## config.mk

```make
export PLATFORM = sky130hd
export DESIGN_NAME = dmairq_top
export DESIGN_NICKNAME = d
export VERILOG_FILES = /design/src/rtl/dmairq_pkg.sv /design/src/rtl/dmairq_src_bank.sv /design/src/rtl/dmairq_regif.sv /design/src/rtl/dmairq_irq_out.sv /design/src/rtl/dmairq_top.sv
export SDC_FILE = /design/constraint.sdc
export NUM_CORES = 1
export LEC_CHECK = 0
export BUFFER_PORTS_ARGS = -buffer_cell sky130_fd_sc_hd__buf_2
export CAP_MARGIN = 20
export CORE_UTILIZATION = 45
export DETAILED_ROUTE_END_ITERATION = 8
export GPL_ROUTABILITY_DRIVEN = 0
export HOLD_SLACK_MARGIN = 0.02
export PLACE_DENSITY = 0.69
export SLEW_MARGIN = 5
export SYNTH_ARGS = -nofsm -noshare
export SYNTH_HDL_FRONTEND = slang
export SYNTH_SLANG_ARGS = --single-unit
```

## constraint.sdc

```tcl
create_clock -name clk -period 1.8 [get_ports clk]
set_input_delay 0.27 -clock clk [delete_from_list [all_inputs] [get_ports clk]]
set_output_delay 0.27 -clock clk [all_outputs]
set_load 0.01 [all_outputs]
```

## src/rtl/dmairq_pkg.sv

```systemverilog
package dmairq_pkg;

  localparam int unsigned SEL_W = 3;

  typedef enum logic [SEL_W-1:0] {
    SEL_TC_RAW = 3'd0,
    SEL_TC_MSK = 3'd1,
    SEL_TC_ENA = 3'd2,
    SEL_TC_CLR = 3'd3,
    SEL_ER_RAW = 3'd4,
    SEL_ER_MSK = 3'd5,
    SEL_ER_ENA = 3'd6,
    SEL_ER_CLR = 3'd7
  } dmairq_sel_e;

  localparam int unsigned NSRC   = 2;
  localparam int unsigned SRC_TC = 0;
  localparam int unsigned SRC_ER = 1;

endpackage

```

## src/rtl/dmairq_src_bank.sv

```systemverilog
module dmairq_src_bank #(
  parameter int unsigned NCH = 8
) (
  input  logic           clk,
  input  logic           rst_n,
  input  logic [NCH-1:0] evt,
  input  logic           clr_we,
  input  logic           ena_we,
  input  logic [NCH-1:0] wdata,
  output logic [NCH-1:0] raw,
  output logic [NCH-1:0] ena,
  output logic           pend
);

  logic [NCH-1:0] raw_q, raw_d;
  logic [NCH-1:0] ena_q, ena_d;
  logic [NCH-1:0] clr_mask;
  logic           raw_upd;

  // next-state: clear first, then set, so a coincident event survives
  always_comb begin
    clr_mask = clr_we ? wdata : '0;
    raw_d    = (raw_q & ~clr_mask) | evt;
    raw_upd  = clr_we | (|evt);
    ena_d    = wdata;
  end

  always_ff @(posedge clk or negedge rst_n) begin
    if (!rst_n) begin
      raw_q <= '0;
    end else if (raw_upd) begin
      raw_q <= raw_d;
    end
  end

  always_ff @(posedge clk or negedge rst_n) begin
    if (!rst_n) begin
      ena_q <= '0;
    end else if (ena_we) begin
      ena_q <= ena_d;
    end
  end

  assign raw  = raw_q;
  assign ena  = ena_q;
  assign pend = |(raw_q & ena_q);

  // any pulsed bit is set after the edge, even under a clear
  p_set_wins_r4: assert property (@(posedge clk) disable iff (!rst_n)
    (evt != '0) |=> ((raw & $past(evt)) == $past(evt)));

  // without a clear no bit is lost
  p_sticky_r2: assert property (@(posedge clk) disable iff (!rst_n)
    !clr_we |=> ((raw & $past(raw)) == $past(raw)));

  // cleared bits without a coincident event are gone
  p_clear_r3: assert property (@(posedge clk) disable iff (!rst_n)
    clr_we |=> ((raw & $past(wdata & ~evt)) == '0));

  // enables only move on their own write strobe
  p_ena_hold_r10: assert property (@(posedge clk) disable iff (!rst_n)
    !ena_we |=> $stable(ena));

endmodule

```

## src/rtl/dmairq_regif.sv

```systemverilog
module dmairq_regif
  import dmairq_pkg::*;
#(
  parameter int unsigned NCH = 8
) (
  input  logic                       reg_wr,
  input  logic [SEL_W-1:0]           reg_addr,
  input  logic [NSRC-1:0][NCH-1:0]   raw,
  input  logic [NSRC-1:0][NCH-1:0]   ena,
  output logic [NSRC-1:0]            clr_we,
  output logic [NSRC-1:0]            ena_we,
  output logic [NCH-1:0]             reg_rdata
);

  dmairq_sel_e sel;

  always_comb begin
    sel = dmairq_sel_e'(reg_addr);
  end

  // write strobes per source
  always_comb begin
    clr_we = '0;
    ena_we = '0;
    if (reg_wr) begin
      unique case (sel)
        SEL_TC_CLR: clr_we[SRC_TC] = 1'b1;
        SEL_ER_CLR: clr_we[SRC_ER] = 1'b1;
        SEL_TC_ENA: ena_we[SRC_TC] = 1'b1;
        SEL_ER_ENA: ena_we[SRC_ER] = 1'b1;
        default: ;
      endcase
    end
  end

  // read mux
  always_comb begin
    unique case (sel)
      SEL_TC_RAW: reg_rdata = raw[SRC_TC];
      SEL_TC_MSK: reg_rdata = raw[SRC_TC] & ena[SRC_TC];
      SEL_TC_ENA: reg_rdata = ena[SRC_TC];
      SEL_ER_RAW: reg_rdata = raw[SRC_ER];
      SEL_ER_MSK: reg_rdata = raw[SRC_ER] & ena[SRC_ER];
      SEL_ER_ENA: reg_rdata = ena[SRC_ER];
      default:    reg_rdata = '0;
    endcase
  end

  // a single strobe per cycle at most
  always_comb begin
    a_one_strobe_r11: assert ($countones({clr_we, ena_we}) <= 1);
  end

endmodule

```

## src/rtl/dmairq_irq_out.sv

```systemverilog
module dmairq_irq_out (
  input  logic clk,
  input  logic rst_n,
  input  logic tc_pend,
  input  logic err_pend,
  output logic irq_tc,
  output logic irq_err,
  output logic irq_any
);

  logic tc_q, err_q, any_q;
  logic tc_d, err_d, any_d;

  always_comb begin
    tc_d  = tc_pend;
    err_d = err_pend;
    any_d = tc_pend | err_pend;
  end

  always_ff @(posedge clk or negedge rst_n) begin
    if (!rst_n) begin
      tc_q  <= 1'b0;
      err_q <= 1'b0;
      any_q <= 1'b0;
    end else begin
      tc_q  <= tc_d;
      err_q <= err_d;
      any_q <= any_d;
    end
  end

  assign irq_tc  = tc_q;
  assign irq_err = err_q;
  assign irq_any = any_q;

  p_tc_lag_r7: assert property (@(posedge clk) disable iff (!rst_n)
    1'b1 |=> (irq_tc == $past(tc_pend)));

  p_err_lag_r8: assert property (@(posedge clk) disable iff (!rst_n)
    1'b1 |=> (irq_err == $past(err_pend)));

  p_any_or_r9: assert property (@(posedge clk) disable iff (!rst_n)
    irq_any == (irq_tc | irq_err));

endmodule

```

## src/rtl/dmairq_top.sv

```systemverilog
module dmairq_top
  import dmairq_pkg::*;
#(
  parameter int unsigned NCH = 8
) (
  input  logic             clk,
  input  logic             rst_n,
  input  logic [NCH-1:0]   tc_evt,
  input  logic [NCH-1:0]   err_evt,
  input  logic             reg_wr,
  input  logic [SEL_W-1:0] reg_addr,
  input  logic [NCH-1:0]   reg_wdata,
  output logic [NCH-1:0]   reg_rdata,
  output logic             irq_tc,
  output logic             irq_err,
  output logic             irq_any
);

  localparam int unsigned SYNC_STAGES = 2;

  logic [SYNC_STAGES-1:0] rst_sync_q;
  logic                   rst_int_n;

  always_ff @(posedge clk or negedge rst_n) begin
    if (!rst_n) begin
      rst_sync_q <= '0;
    end else begin
      rst_sync_q <= {rst_sync_q[SYNC_STAGES-2:0], 1'b1};
    end
  end

  assign rst_int_n = rst_sync_q[SYNC_STAGES-1];

  logic [NSRC-1:0][NCH-1:0] evt_v;
  logic [NSRC-1:0][NCH-1:0] raw_v;
  logic [NSRC-1:0][NCH-1:0] ena_v;
  logic [NSRC-1:0]          clr_we;
  logic [NSRC-1:0]          ena_we;
  logic [NSRC-1:0]          pend_v;

  always_comb begin
    evt_v[SRC_TC] = tc_evt;
    evt_v[SRC_ER] = err_evt;
  end

  for (genvar g = 0; g < NSRC; g++) begin : g_bank
    dmairq_src_bank #(.NCH(NCH)) i_bank (
      .clk    (clk),
      .rst_n  (rst_int_n),
      .evt    (evt_v[g]),
      .clr_we (clr_we[g]),
      .ena_we (ena_we[g]),
      .wdata  (reg_wdata),
      .raw    (raw_v[g]),
      .ena    (ena_v[g]),
      .pend   (pend_v[g])
    );
  end

  dmairq_regif #(.NCH(NCH)) i_regif (
    .reg_wr    (reg_wr),
    .reg_addr  (reg_addr),
    .raw       (raw_v),
    .ena       (ena_v),
    .clr_we    (clr_we),
    .ena_we    (ena_we),
    .reg_rdata (reg_rdata)
  );

  dmairq_irq_out i_out (
    .clk      (clk),
    .rst_n    (rst_int_n),
    .tc_pend  (pend_v[SRC_TC]),
    .err_pend (pend_v[SRC_ER]),
    .irq_tc   (irq_tc),
    .irq_err  (irq_err),
    .irq_any  (irq_any)
  );

  // a write to one enable vector leaves the other untouched
  p_ena_indep_r10: assert property (@(posedge clk) disable iff (!rst_int_n)
    ena_we[SRC_TC] |=> $stable(ena_v[SRC_ER]));

endmodule

```

==> flow_metrics.tcl <==
set metrics [dict create \
    hold_path.class "in -> reg" \
    status "finished clean" \
    yosys_register_bits 37 \
    r2r_end "i_out.irq_any" \
    routed_wl_microns 3980 \
    io-pin-count 41 \
    postCtsSetupRepairBufs 0 \
    clock_latency_ps 290 \
    synthToLayoutAreaGrowth_pct 21.8 \
    cts_max_path_buffers 2 \
    dpl_cell_area_sq_um 2010 \
    synth_cell_types 25 \
    ant_nets 0 \
    final_core_util 0.579 \
    first_pass_iters 4 \
    critPathKind "in -> out" \
    grt_first_pass_wirelength_microns 6670 \
    die_w_microns 64.7 \
    cts_htree_levels 2 \
    setup_viol 0 \
    dp_hpwl_microns 2900 \
    worstPathMaxFanout 20 \
    timing.setup.tns_ps 0 \
    critPathCapture "reg_rdata[5]" \
    drive_gt1_frac 0.397 \
    gr-total-overflow 0 \
    clock_sinks 37 \
    rows 22 \
    cts_buffers 5 \
    antenna_found_initial 0 \
    die_y_microns 64.7 \
    total_power_mw 2.18 \
    seq_area_sq_um 926 \
    rr_startpoint "g_bank[0].i_bank.raw[7]" \
    nFillCells 315 \
    yosysSeqAreaShare 0.524 \
    wl_per_cell_microns 16.8 \
    die_area_sq_um 4180 \
    start_kind "primary input" \
    clock_skew_ps 3.39 \
    synth_area_leaders "dfrtp_1, mux2_2, mux2i_1" \
    design_area_sq_um 2150 \
    startpoint "reg_addr[2]" \
    synth_area_sq_um 1770 \
    rr_worst_depth 3 \
    port-buffer-count 40 \
    cap_violations 0 \
    post_drt_via_cell_ratio 5.49 \
    leakage_nw 0.943 \
    track_usage 0.222 \
    period_minus_slack_ps 1600 \
    coreArea_sq_um 3720 \
    multi_input_area_sq_um 783 \
    tritoncts "done" \
    cts_root_buffer "clkbuf_8" \
    yosys.area.top_type "dfrtp_1" \
    required_ps 1530 \
    final_common_cell "buf_2" \
    max_freq_mhz 624 \
    ys_warn_count 0 \
    r2r_slack_ps 590 \
    ir_worst_vdd_uv 564 \
    finalCritPeriodShare 0.891 \
    power.density_nw_per_um2 1010 \
    arrival_ps 1330 \
    synth_top_area_share 0.524 \
    synth_nets 172 \
    start_util 0.476 \
    end_kind "output pin" \
    avgSynthCellArea_sq_um 12.5 \
    first_global_vias 1365 \
    path_clk_slew_ps 70 \
    synth_cells 142 \
    vias 1300 \
    grt_start_max_net_pins 36 \
    final_cell_mix "buf_2, dfrtp_1" \
    final-hold-violation-count 0 \
    finalMaxSlewViolations 0 \
    dp_slack_ps 24.1 \
    diodes 0 \
    drc 0 \
    nets 218 \
    dr.first_iter.drc_count 70 \
    setup_slack_ps 197 \
    rsz0062_at_grt "no" \
]
-- synth_stat cells, drive strengths merged --
cell / instances
or2: 1
nand2: 17
nand2b: 1
o22a: 7
conb: 1
a21o: 16
a211o: 1
clkbuf: 1
nand4: 2
a21oi: 7
nor3: 1
o21ai: 1
and4b: 1
and4: 1
mux2: 16
a22oi: 8
dfrtp: 37
buf: 6
mux2i: 16
nand4b: 1
-- cells by family after synthesis --
logic type / after synthesis / synth area share
other cells: 1 / 0.00212
mux: 32 / 0.192
simple gates: 25 / 0.0835
flops: 37 / 0.524
compound gates: 40 / 0.165
buf+inv: 7 / 0.0333
-- worst max-delay path: stages --
cell	delay (ps)
clkbuf_4	340
mux2i_1	170
o22a_1	230
a21oi_1	160
buf_2	160
-- routing by layer --
layer | wire [microns] | vias up | global-route usage
met2 | 2060 | 33 | 0.376
met4 | 49 | 0 | 0.0667
met3 | 149 | 6 | 0.0704
met5 | 0 | - | 0
met1 | 1730 | 642 | 0.267
li1 | - | 619 | -
-- sequential cells by signal (all words and copies together), names as in the netlist --
register and count:
g_bank.i_bank.ena 16, g_bank.i_bank.raw 16, rst_sync_q 2, i_out.irq_any 1, i_out.irq_err 1, i_out.irq_tc 1
-- worst min-delay path by stage --
| stage | start | end | slack (ps) | depth (start not counted) |
|---|---|---|---|---|
| final | err_evt[5] | g_bank[1].i_bank.raw[5] | 150 | 2 |
| after global placement | rst_n | rst_sync_q[0] | 50 | 1 |
| after CTS | err_evt[5] | g_bank[1].i_bank.raw[5] | 140 | 2 |
| after global routing | tc_evt[7] | g_bank[0].i_bank.raw[7] | 150 | 2 |
| after floorplan | rst_n | rst_sync_q[0] | -30 | 0 |
| after detailed placement | rst_n | rst_sync_q[1] | 60 | 1 |
-- area by class of cell --
type,instances,share of cell area
clock buffers,5,0.0320
multi-input cells,98,0.364
repair buffers,46,0.116
clock inverters,3,0.0302
well taps,48,0.0279
flip-flops and latches,37,0.430
-- metrics by stage --
step,hold slack (ps),instances
global route,149,237
detailed placement,59.4,228
floorplan,-25.6,142
CTS,142,237
finish,152,237
global placement,54.3,228
-- power breakdown --
group	total (mW)	internal [mW]	switching (mW)
Combinational	0.356	0.184	0.172
Sequential	0.992	0.923	0.0686
Clock	0.834	0.550	0.284
Total	2.18	1.66	0.525
-- what timing repair did --
action,4_1_cts,5_1_grt
gates resized for setup,0,1
endpoints found under the setup margin,0,3
endpoints found under the hold margin,2,0
hold buffers,1,0
Note: power is estimated with default switching activity, not from simulation.
